`src/rtl/tbs_pkg.sv`:
```
// Shared geometry of the banked history buffer.
// Assumes a power-of-two line size, bank count and lines per bank.
package tbs_pkg;
    localparam int LINE_B = 8;                       // bytes per bank line
    localparam int NBANKS = 16;                      // banks in the history
    localparam int NLINES = 512;                     // lines per bank
    localparam int LANE_W = $clog2(LINE_B);
    localparam int BANK_W = $clog2(NBANKS);
    localparam int LINE_W = $clog2(NLINES);
    localparam int ADDR_W = LANE_W + BANK_W + LINE_W; // history byte address
    localparam int HIST_B = 1 << ADDR_W;             // bytes per history block
endpackage

```
`src/rtl/tbs_lit_split.sv`:
```
// Literal splitter: cuts one literal into line-wide write commands.
// Assumes len <= MAX_LIT. Slot k targets the line that starts at the
// aligned write pointer plus k lines, and address arithmetic wraps.
module tbs_lit_split #(
    parameter int MAX_LIT = 16,
    parameter int LEN_W   = 7,
    localparam int SLOTS  = MAX_LIT / tbs_pkg::LINE_B + 1,
    localparam int IDX_W  = $clog2(MAX_LIT)
) (
    input  logic [tbs_pkg::ADDR_W-1:0]                  wp,
    input  logic [LEN_W-1:0]                            len,
    input  logic [MAX_LIT*8-1:0]                        lit,
    output logic [SLOTS-1:0]                            slot_vld,
    output logic [SLOTS-1:0][tbs_pkg::LINE_W-1:0]       line,
    output logic [SLOTS-1:0][tbs_pkg::BANK_W-1:0]       bank,
    output logic [SLOTS-1:0][tbs_pkg::LINE_B*8-1:0]     data,
    output logic [SLOTS-1:0][tbs_pkg::LINE_B-1:0]       mask
);
    import tbs_pkg::*;

    logic [7:0]        lit_b [MAX_LIT];
    logic [ADDR_W-1:0] wp_al;

    // Unpack the literal into a byte array and align the pointer to a line.
    always_comb begin
        for (int i = 0; i < MAX_LIT; i++) lit_b[i] = lit[8*i +: 8];
        wp_al = {wp[ADDR_W-1:LANE_W], {LANE_W{1'b0}}};
    end

    for (genvar k = 0; k < SLOTS; k++) begin : g_slot
        logic [ADDR_W-1:0] base;
        assign base        = wp_al + ADDR_W'(LINE_B * k);
        assign line[k]     = base[ADDR_W-1 -: LINE_W];
        assign bank[k]     = base[LANE_W +: BANK_W];
        assign slot_vld[k] = |mask[k];

        // Select, lane by lane, the literal byte that lands in this line.
        always_comb begin
            logic [ADDR_W-1:0] rel;
            mask[k] = '0;
            data[k] = '0;
            for (int j = 0; j < LINE_B; j++) begin
                rel = base + ADDR_W'(j) - wp;
                if (rel < ADDR_W'(len)) begin
                    mask[k][j]       = 1'b1;
                    data[k][8*j +: 8] = lit_b[rel[IDX_W-1:0]];
                end
            end
        end
    end
endmodule

```
`src/rtl/tbs_copy_split.sv`:
```
// Copy splitter: cuts one copy into pieces whose source bytes stay within
// one bank line. Assumes 1 <= len <= MAX_COPY. The offset arrives reduced
// modulo the history size, so an offset of a full block reads at wp.
module tbs_copy_split #(
    parameter int MAX_COPY = 64,
    parameter int LEN_W    = 7,
    localparam int SLOTS   = MAX_COPY / tbs_pkg::LINE_B + 1,
    localparam int REL_W   = LEN_W + 2,
    localparam int PL_W    = tbs_pkg::LANE_W + 1
) (
    input  logic [tbs_pkg::ADDR_W-1:0]              wp,
    input  logic [tbs_pkg::ADDR_W-1:0]              off,
    input  logic [LEN_W-1:0]                        len,
    output logic [SLOTS-1:0]                        slot_vld,
    output logic [SLOTS-1:0][tbs_pkg::ADDR_W-1:0]   rd_addr,
    output logic [SLOTS-1:0][tbs_pkg::ADDR_W-1:0]   wr_addr,
    output logic [SLOTS-1:0][PL_W-1:0]              plen
);
    import tbs_pkg::*;

    logic [ADDR_W-1:0] src;
    logic [PL_W-1:0]   first;

    // Source start and the bytes left before its line boundary.
    always_comb begin
        src   = wp - off;
        first = PL_W'(LINE_B) - PL_W'(src[LANE_W-1:0]);
    end

    for (genvar k = 0; k < SLOTS; k++) begin : g_piece
        logic [REL_W-1:0] start;
        logic [REL_W-1:0] left;
        logic [PL_W-1:0]  cap;

        if (k == 0) begin : g_head
            assign start = '0;
            assign cap   = first;
        end else begin : g_body
            assign start = REL_W'(first) + REL_W'(LINE_B * (k - 1));
            assign cap   = PL_W'(LINE_B);
        end

        // Piece k: its offset into the token, validity, length and addresses.
        always_comb begin
            left        = REL_W'(len) - start;
            slot_vld[k] = start < REL_W'(len);
            plen[k]     = (left < REL_W'(cap)) ? left[PL_W-1:0] : cap;
            rd_addr[k]  = src + ADDR_W'(start);
            wr_addr[k]  = wp + ADDR_W'(start);
        end
    end
endmodule

```
`src/rtl/tok_bank_splitter.sv`:
```
// Token-to-bank command splitter top. Screens each token, routes it to
// the literal or copy splitter, gates the command slots with the path
// handshake and advances the write pointer when a good token is taken.
// Assumes downstream takes a whole command set in one handshake.
module tok_bank_splitter #(
    parameter int MAX_LIT  = 16,
    parameter int MAX_COPY = 64,
    localparam int WR_SLOTS = MAX_LIT / tbs_pkg::LINE_B + 1,
    localparam int CP_SLOTS = MAX_COPY / tbs_pkg::LINE_B + 1,
    localparam int LEN_W    = $clog2(MAX_COPY + 1),
    localparam int OFF_W    = tbs_pkg::ADDR_W + 1,
    localparam int PL_W     = tbs_pkg::LANE_W + 1
) (
    input  logic                                        clk,
    input  logic                                        rst_n,
    input  logic                                        tok_valid,
    output logic                                        tok_ready,
    input  logic                                        tok_is_copy,
    input  logic [LEN_W-1:0]                            tok_len,
    input  logic [OFF_W-1:0]                            tok_off,
    input  logic [MAX_LIT*8-1:0]                        tok_lit,
    output logic                                        tok_err,
    output logic                                        wr_valid,
    input  logic                                        wr_ready,
    output logic [WR_SLOTS-1:0]                         wr_slot_vld,
    output logic [WR_SLOTS-1:0][tbs_pkg::LINE_W-1:0]    wr_line,
    output logic [WR_SLOTS-1:0][tbs_pkg::BANK_W-1:0]    wr_bank,
    output logic [WR_SLOTS-1:0][tbs_pkg::LINE_B*8-1:0]  wr_data,
    output logic [WR_SLOTS-1:0][tbs_pkg::LINE_B-1:0]    wr_mask,
    output logic                                        cp_valid,
    input  logic                                        cp_ready,
    output logic [CP_SLOTS-1:0]                         cp_slot_vld,
    output logic [CP_SLOTS-1:0][tbs_pkg::ADDR_W-1:0]    cp_rd_addr,
    output logic [CP_SLOTS-1:0][tbs_pkg::ADDR_W-1:0]    cp_wr_addr,
    output logic [CP_SLOTS-1:0][PL_W-1:0]               cp_len
);
    import tbs_pkg::*;

    logic [ADDR_W-1:0]   wp_q;
    logic                bad;
    logic                take;
    logic [WR_SLOTS-1:0] lit_vld;
    logic [CP_SLOTS-1:0] cpy_vld;

    // Screen the token fields for malformed lengths and offsets.
    always_comb begin
        if (tok_len == '0) begin
            bad = 1'b1;
        end else if (!tok_is_copy) begin
            bad = tok_len > LEN_W'(MAX_LIT);
        end else begin
            bad = (tok_len > LEN_W'(MAX_COPY)) || (tok_off == '0) ||
                  (tok_off > OFF_W'(HIST_B));
        end
    end

    // Handshake: errors are swallowed at once, good tokens wait for their path.
    always_comb begin
        tok_ready = bad || (tok_is_copy ? cp_ready : wr_ready);
        tok_err   = tok_valid && bad;
        wr_valid  = tok_valid && !bad && !tok_is_copy;
        cp_valid  = tok_valid && !bad && tok_is_copy;
        take      = tok_valid && tok_ready && !bad;
    end

    // Running write pointer inside the current history block.
    always_ff @(posedge clk) begin
        if (!rst_n)    wp_q <= '0;
        else if (take) wp_q <= wp_q + ADDR_W'(tok_len);
    end

    tbs_lit_split #(.MAX_LIT(MAX_LIT), .LEN_W(LEN_W)) u_lit (
        .wp(wp_q), .len(tok_len), .lit(tok_lit),
        .slot_vld(lit_vld), .line(wr_line), .bank(wr_bank),
        .data(wr_data), .mask(wr_mask)
    );

    tbs_copy_split #(.MAX_COPY(MAX_COPY), .LEN_W(LEN_W)) u_cpy (
        .wp(wp_q), .off(tok_off[ADDR_W-1:0]), .len(tok_len),
        .slot_vld(cpy_vld), .rd_addr(cp_rd_addr), .wr_addr(cp_wr_addr),
        .plen(cp_len)
    );

    // Slots are only offered while their path is offered.
    always_comb begin
        wr_slot_vld = wr_valid ? lit_vld : '0;
        cp_slot_vld = cp_valid ? cpy_vld : '0;
    end
endmodule

```
`config.mk`:
```
export PLATFORM = sky130hd
export DESIGN_NAME = tok_bank_splitter
export DESIGN_NICKNAME = d
export VERILOG_FILES = /design/src/rtl/tbs_pkg.sv /design/src/rtl/tbs_lit_split.sv /design/src/rtl/tbs_copy_split.sv /design/src/rtl/tok_bank_splitter.sv
export SDC_FILE = /design/constraint.sdc
export NUM_CORES = 1
export LEC_CHECK = 0
export BUFFER_PORTS_ARGS = -buffer_cell sky130_fd_sc_hd__buf_2
export CAP_MARGIN = 20
export CORE_AREA = 2 2 291 293
export CTS_BUF_LIST = sky130_fd_sc_hd__clkbuf_4 sky130_fd_sc_hd__clkbuf_8
export DETAILED_ROUTE_END_ITERATION = 10
export DIE_AREA = 0 0 293 295
export REMOVE_ABC_BUFFERS = 1
export SYNTH_ARGS = -nofsm -noshare
export SYNTH_HDL_FRONTEND = slang
export SYNTH_SLANG_ARGS = --single-unit
```
`constraint.sdc`:
```
create_clock -name clk -period 10.15 [get_ports clk]
set_input_delay 0.5075 -clock clk [delete_from_list [all_inputs] [get_ports clk]]
set_output_delay 0.5075 -clock clk [all_outputs]
set_load 0.1 [all_outputs]
```
[Word level (Yosys, flattened, before mapping)]
Index checks and enable logic that the tools add are counted.
Storage, ports and cells
  flip-flop bits (word level): 16
  output and inout port bits: 595
  logic and storage cells: 325
Cells by class
  $lt $le $gt $ge: 69
  reductions and logical operators: 16
  bitwise operators: 24
  add/sub/neg operators: 81
  multiplexer cells: 134
Operator list (number)
  binary-select mux 8 bit (select 4 bit): 24
  2-to-1 mux 8 bit: 72
  subtractor 16 bit: 25
  < comparator 16 x 7 -> 1 bit: 24
  adder 16 x 9 -> 16 bit: 14
  adder 16 x 3 -> 16 bit, second input constant: 12
  >= comparator 5 bit, second input constant: 24
  NOT 4 -> 5 bit: 24
  adder 16 x 2 -> 16 bit, second input constant: 6
  < comparator 9 x 4 -> 1 bit, second input constant: 8
  < comparator 9 x 7 -> 1 bit: 7
  subtractor 7 x 9 -> 9 bit: 7
  adder 16 x 1 -> 16 bit, second input constant: 3
  2-to-1 mux 4 bit: 9
  adder 16 x 4 -> 16 bit: 2
  adder 4 x 6 -> 7 bit, second input constant: 4
  2-to-1 mux 1 bit: 27
  OR reduction 8 bit: 3
  greater-than comparator 17 bit, second input constant: 1
  zero test 17 bit: 1
  adder 16 x 4 -> 16 bit, second input constant: 1
  adder 16 x 5 -> 16 bit, second input constant: 1
  adder 16 x 7 -> 16 bit: 1
  adder 4 x 5 -> 6 bit, second input constant: 2
  14 further kinds: 22

[Logic depth before layout (Yosys ltp)]
Gate-level depths: netlist of run 1.
  depth after elaboration: 9
  depth in mapped cells: 18
  depth with buffers taken out: 17

[Hierarchy]
A second synthesis of run 1 with hierarchy kept.
Second synthesis, totals
  cells, all modules: 2489
  area total of the unflattened synthesis: 17874.6 um2
By module, submodules not included
  tbs_lit_split: instances 1, sequential area each 0.0 um2, area an instance 10857.9 um2, cells each 1471
  tbs_copy_split: instances 1, sequential area each 0.0 um2, area an instance 5746.8 um2, cells each 859
  tok_bank_splitter: instances 1, sequential area each 320.3 um2, area an instance 1270.0 um2, cells each 159

[Worst setup path before layout of run 1]
Ideal clock, no wire load.
  kind: reg2out
  from: register wp_q[0]
  to: output port cp_len[20] in the netlist's numbering
  setup slack: 1585 ps
  cell stages (with the launch flop): 17
  data arrival time: 8057 ps
  required time: 9643 ps
  cell sequence: dfxtp_1 clkbuf_1 inv_1 ha_1 inv_1 fa_1 inv_1 ha_1 ha_1 ha_1 o21ai_0 nand2_1 a21oi_1 mux2i_1 and3_1 o21ai_0 nor2_1
RTL lines
  start, declared: line tok_bank_splitter.sv:39  | logic [ADDR_W-1:0] wp_q;
  start signal, assigned: line tok_bank_splitter.sv:69  | else if (take) wp_q <= wp_q + ADDR_W'(tok_len);
  end, declared: line tok_bank_splitter.sv:35  | output logic [CP_SLOTS-1:0][PL_W-1:0] cp_len

==> metrics.csv, run 1 <==
metric;value;unit
cts_buffers;3;
fp.dieH;295;um
rsz0062_at_grt;no;
postSynthAreaPerCell;7.140;um2
cp_max_fo;11;
regMostFlops;wp_q;
final_layout_size_suffix_gt1_share;32.94;%
postCtsResizedCells;0;
core;83160;um2
regToRegSetupSlack;6.76;ns
end_kind;output pin;
r2r-start;wp_q[0];
arrival;6.11;ns
power.density;218.9;nW/um2
cap_viol_max_count;0;
ios;753;
fmax;151.1;MHz
synth_top_cell_by_area;mux4_2;
grt_overflow;0;
port-buffer-count;736;
outcome;completed;
wl_per_cell;24.19;um
multi_input_area;15070;um2
synth-edff-count;0;
ys_warn_count;0;
worst_slack;3.531;ns
htreeDepth;1;
busiest_layer;met2;
fillers;9254;
cts_tree;built;
globalRouteMet3Util;3.308;%
grt_use_met2;37.59;%
critPathMaxStageDelay;0.71;ns
area_growth;26.88;%
slew_headroom;20.86;%
fp-row-count;106;
die-area;86440;um2
start_util;20.49;%
grt_usage;21.62;%
netlist_area;17040;um2
gr-usage-met1;25.57;%
cts_root_buf;clkbuf_8;
synth_ff_type;dfxtp_1;
ff_latch_area;329.1;um2
grt_max_degree;67;
cts_setup_buffers;0;
num-nets-final;3324;
skew;0.008522;ns
viasPerCell;5.064;
worstSetupEndpoint;wr_data[104];
ir_worst_vdd;0.3849;mV
grt_pass1_vias;19270;
fin_area;21620;um2
startpoint;wp_q[4];
cpMaxStageDelayCell;a211oi_1;
period_share;65.21;%
worstMarginPinSlew;1.186;ns
mostFrequentLayoutCell;buf_2;
mostFrequentLayoutCells;buf_2, nand2_1, nor2_1;
cp_cell_sequence;ha_1 > nand4_1 > inv_1 > ha_1 > xnor2_1 > inv_1 > ha_1 > or2_2 > a311oi_1 > o2111ai_1 > nor4b_1 > nand4_1 > o21bai_2 > buf_4 > a211oi_1 > buf_2;
startpoint_type;flop;
cts_buffer_depth;2;
ys_types;84;
synth.top_cell.area_share;16.92;%
clock-sinks;16;
top_regs;wp_q x16;
r2r_cells;12;
die_w;293;um
antenna_found_initial;12;
drt_first_pass_iters;6;
routed_wl;98.70;mm
r2r-end;wp_q[12];
gp_congestion;0.9703;
syn_inst;2387;
p_leak;10.78;nW
cp_common_cell;ha_1;
drcViolationCount;0;
crit_type;reg2out;
largest_reg_flops;16;
ys_ff_latch;16;
vias;20670;
clk_pin_slew;0.08;ns
slew_viol_final;0;
clock_latency;0.27;ns
period_minus_slack;6.619;ns
hold_buffers;0;
ys_top_cells_by_area;mux4_2, ha_1, xnor2_1, nand2_1, nor2_1;
dpl-instance-area;21510;um2
async_reset_ff_share;0;%
hpwlAfterDp;79.67;mm
grt_pass1_wl;136.8;mm
finalHoldViolations;0;
ant_nets;0;
setup_viol_count_final;0;
pre_cts_slack;3.788;ns
hp-class;in2reg;
cp.required;9.64;ns
first_iter_violations;1518;
ys_seq_area_share;1.879;%
whs_path_depth;2;
cell type report:
type	count	area share (%)
Inverter	172	2.986
Antenna cell	14	0.1620
Tap cell	1080	6.249
Sequential cell	16	1.522
Timing Repair Buffer	791	19.13
Multi-Input combinational cell	2004	69.70
Clock buffer	4	0.2546
metal layers:
metal,vias up,part of all wire (%)
li1,9461,-
met1,9747,39
met2,1239,48
met3,219,7.2
met4,2,5.6
met5,-,0.0091
report_power, final:
part	leakage [nW]	internal, mW	switching, mW
Combinational	10.6	0.665	3.94
Sequential	0.131	0.0633	0.00584
Clock	0.0289	0.0346	0.0278
synth_stat cells (all sizes together) (43+ instances only):
cell	count
mux4	128
xor2	73
xnor2	177
mux2i	59
nand3	43
o21ai	94
buf	129
a211oi	50
inv	165
nand2	351
clkbuf	81
a21oi	146
a21o	46
nor2	338
ha	172
per-stage QoR:
| step | util, % | setup TNS (ns) | power (mW) | instances | hold slack, ns |
|---|---|---|---|---|---|
| after global routing | 25.98 | 0 | 4.868 | 4075 | 0.6656 |
| final | 26.00 | 0 | 4.734 | 4081 | 0.6635 |
| after floorplan | - | -1040.97 | 3.724 | 2192 | 0.6292 |
| after global placement | 25.83 | 0 | 4.648 | 4061 | 0.7073 |
| after detailed placement | 25.86 | 0 | 4.660 | 4062 | 0.6928 |
| after CTS | 25.93 | 0 | 4.732 | 4066 | 0.6618 |
worst min path at each step:
stage	start	endpoint
floorplan	rst_n	wp_q[10]
global placement	wp_q[12]	wp_q[12]
detailed placement	wp_q[12]	wp_q[12]
CTS	rst_n	wp_q[1]
global route	rst_n	wp_q[1]
finish	rst_n	wp_q[0]
logic make-up after synthesis:
| logic type | synth area share (%) |
|---|---|
| AND/OR/NAND/NOR | 23.32 |
| multiplexers | 20.67 |
| buffers and inverters | 10.42 |
| flip-flops | 1.879 |
| AO/OA/AOI/OAI | 17.26 |
| adder cells (fa/ha/maj) | 13.45 |
| XOR/XNOR | 12.98 |
| other | 0.02200 |
worst max-delay path: cells and delay by family, from the launching register on:
family / cells / cell delay [ns]
compound gates: 4 / 1.52
xor+xnor: 1 / 0.34
fa+ha+maj: 3 / 1.06
buf+inv: 4 / 1.08
flops: 1 / 0.34
simple gates: 4 / 1.48
(Power assumes the default switching activity.)
==> inputs of run 2 (changes only) <==
--- a/config.mk
+++ b/config.mk
@@ -7,10 +7,10 @@
 export LEC_CHECK = 0
 export BUFFER_PORTS_ARGS = -buffer_cell sky130_fd_sc_hd__buf_2
 export CAP_MARGIN = 20
-export CORE_AREA = 2 2 291 293
+export CORE_AREA = 2 2 295 297
 export CTS_BUF_LIST = sky130_fd_sc_hd__clkbuf_4 sky130_fd_sc_hd__clkbuf_8
 export DETAILED_ROUTE_END_ITERATION = 10
-export DIE_AREA = 0 0 293 295
+export DIE_AREA = 0 0 297 299
 export REMOVE_ABC_BUFFERS = 1
 export SYNTH_ARGS = -nofsm -noshare
 export SYNTH_HDL_FRONTEND = slang
==> constraint.sdc (replaced) <==
create_clock -name clk -period 5.65 [get_ports clk]
set_input_delay 0.2825 -clock clk [delete_from_list [all_inputs] [get_ports clk]]
set_output_delay 0.2825 -clock clk [all_outputs]
set_load 0.1 [all_outputs]
==> metrics.csv, run 2 (synthesis gave the netlist of run 1 again) <==
metric;value;unit;change
outcome;completed;;
antenna_found_initial;5;;-7
area_growth;62.04;%;
drcViolationCount;0;;unchanged
cts_buffers;3;;unchanged
finalHoldViolations;0;;unchanged
ff_latch_area;331.6;um2;+0.76%
crit_type;reg2out;;
slew_viol_final;0;;unchanged
cap_viol_max_count;0;;unchanged
pre_cts_slack;0.2944;ns;-3.494 ns
port-buffer-count;736;;unchanged
clock_latency;0.25;ns;-0.02 ns
setup_viol_count_final;0;;unchanged
dp_cells;4182;;+3.0%
worstMarginPinSlew;1.080;ns;-0.1061 ns
wl_per_cell;24.14;um;-0.18%
hold_buffers;0;;unchanged
slew_headroom;27.32;%;+6.5 points
ant_nets;0;;unchanged
final_layout_size_suffix_gt1_share;34.38;%;+1.4 points
fmax;189.0;MHz;
cts_root_buf;clkbuf_8;;
hp-class;in2reg;;
p_total;10.05;mW;+110%
die_w;297;um;+1.4%
mostFrequentLayoutCells;buf_2, buf_12, nand2_1;;
hold_path_startpoint;rst_n;;
regMostFlops;wp_q;;
start_util;19.83;%;-0.66 points
period_share;93.63;%;
p_leak;12.52;nW;+16%
period_minus_slack;5.290;ns;
cts_tree;built;;
rsz0062_at_grt;no;;
routed_wl;101.2;mm;+2.6%
cp_max_fo;30;;+19
skew;0.003421;ns;-0.005101 ns
cp.required;5.37;ns;-4.27 ns
ios;753;;unchanged
viasPerCell;4.924;;-2.8%
drt_first_pass_iters;6;;unchanged
largest_reg_flops;16;;unchanged
end_kind;output pin;;
gp_congestion;0.9246;;-4.7%
core;85940;um2;+3.3%
top_regs;wp_q x16;;
vias;20650;;-0.097%
grt_max_degree;65;;-3.0%
hpwlAfterDp;83.33;mm;+4.6%
htreeDepth;1;;unchanged
grt_overflow;0;;unchanged
num-nets-final;3371;;+1.4%
ir_worst_vdd;0.7401;mV;+92%
clock-sinks;16;;unchanged
layout.cells.non_filler;4193;;+2.7%
clk_pin_slew;0.08;ns;about the same
fp-row-count;108;;+1.9%
first_iter_violations;1291;;-15%
die-area;88800;um2;+2.7%
arrival;5.01;ns;-1.10 ns
cts_buffer_depth;2;;unchanged
grt_pass1_wl;142.1;mm;+3.9%
grt_usage;21.57;%;-0.047 points
fp.dieH;299;um;+1.4%
multi_input_area;15140;um2;+0.43%
startpoint_type;flop;;
worst_slack;0.3601;ns;-3.171 ns
grt_pass1_vias;20140;;+4.5%
fillers;9015;;-2.6%
r2r-start;wp_q[0];;
startpoint;wp_q[2];;
power.density;364.1;nW/um2;+66%
## run 2: worst paths after layout
kind	end	slack, ns	cells after the start
worst max register to register	wp_q[14]	2.53	13
worst min-delay path	wp_q[1]	0.42	2
worst min register to register	wp_q[4]	0.60	2
worst max-delay path	wr_data[146]	0.36	13
## run 2: worst max-delay path, stage by stage (launching register included)
cell and delay [ns]:
dfxtp_2 0.40, clkinv_1 0.18, buf_4 0.28, ha_1 0.26, a21oi_4 0.82, inv_1 0.56, ha_1 0.47, inv_1 0.04
a21o_1 0.16, a21o_1 0.21, a21o_1 0.18, a21o_1 0.46, nor2_1 0.45, buf_12 0.23
## run 2: metrics by stage
stage	setup TNS (ns)	area (um2)	hold slack, ns	utilization, %
after floorplan	-3191.18	15970	0.4042	-
after global placement	0	27400	0.6024	31.89
after detailed placement	0	27430	0.6225	31.92
after CTS	0	27490	0.4026	31.99
after global routing	0	27610	0.4320	32.13
final	0	27620	0.4160	32.13
## run 2: area by class of cell
type                    count  share of cell area [%]
clock buffers               4                  0.1994
inverters                 172                   2.338
well taps                1155                   5.233
diodes                      4                 0.03625
repair buffers            838                   36.18
flip-flops and latches     16                   1.201
multi-input cells        2004                   54.81
## run 2: what timing repair did
action,4_1_cts,5_1_grt
hold endpoints to repair,0,0
endpoints found under the setup margin,1,85
buffers inserted,0,1
gates resized for setup,1,20
pin swaps,0,1
## run 2: metal layers
layer  vias to the layer above  track usage [%]  wire [um]
li1                       9542                -          -
met1                      9815            25.22      38650
met2                      1128            39.34      50980
met3                       163            2.988       6752
met4                         0            8.971       4841
met5                         -                0          0
## run 2: report_power, final
| part | internal [mW] | total, mW | switching [mW] |
|---|---|---|---|
| Sequential | 0.114 | 0.116 | 0.00267 |
| Clock | 0.0619 | 0.108 | 0.0465 |
| Combinational | 2.49 | 9.83 | 7.34 |
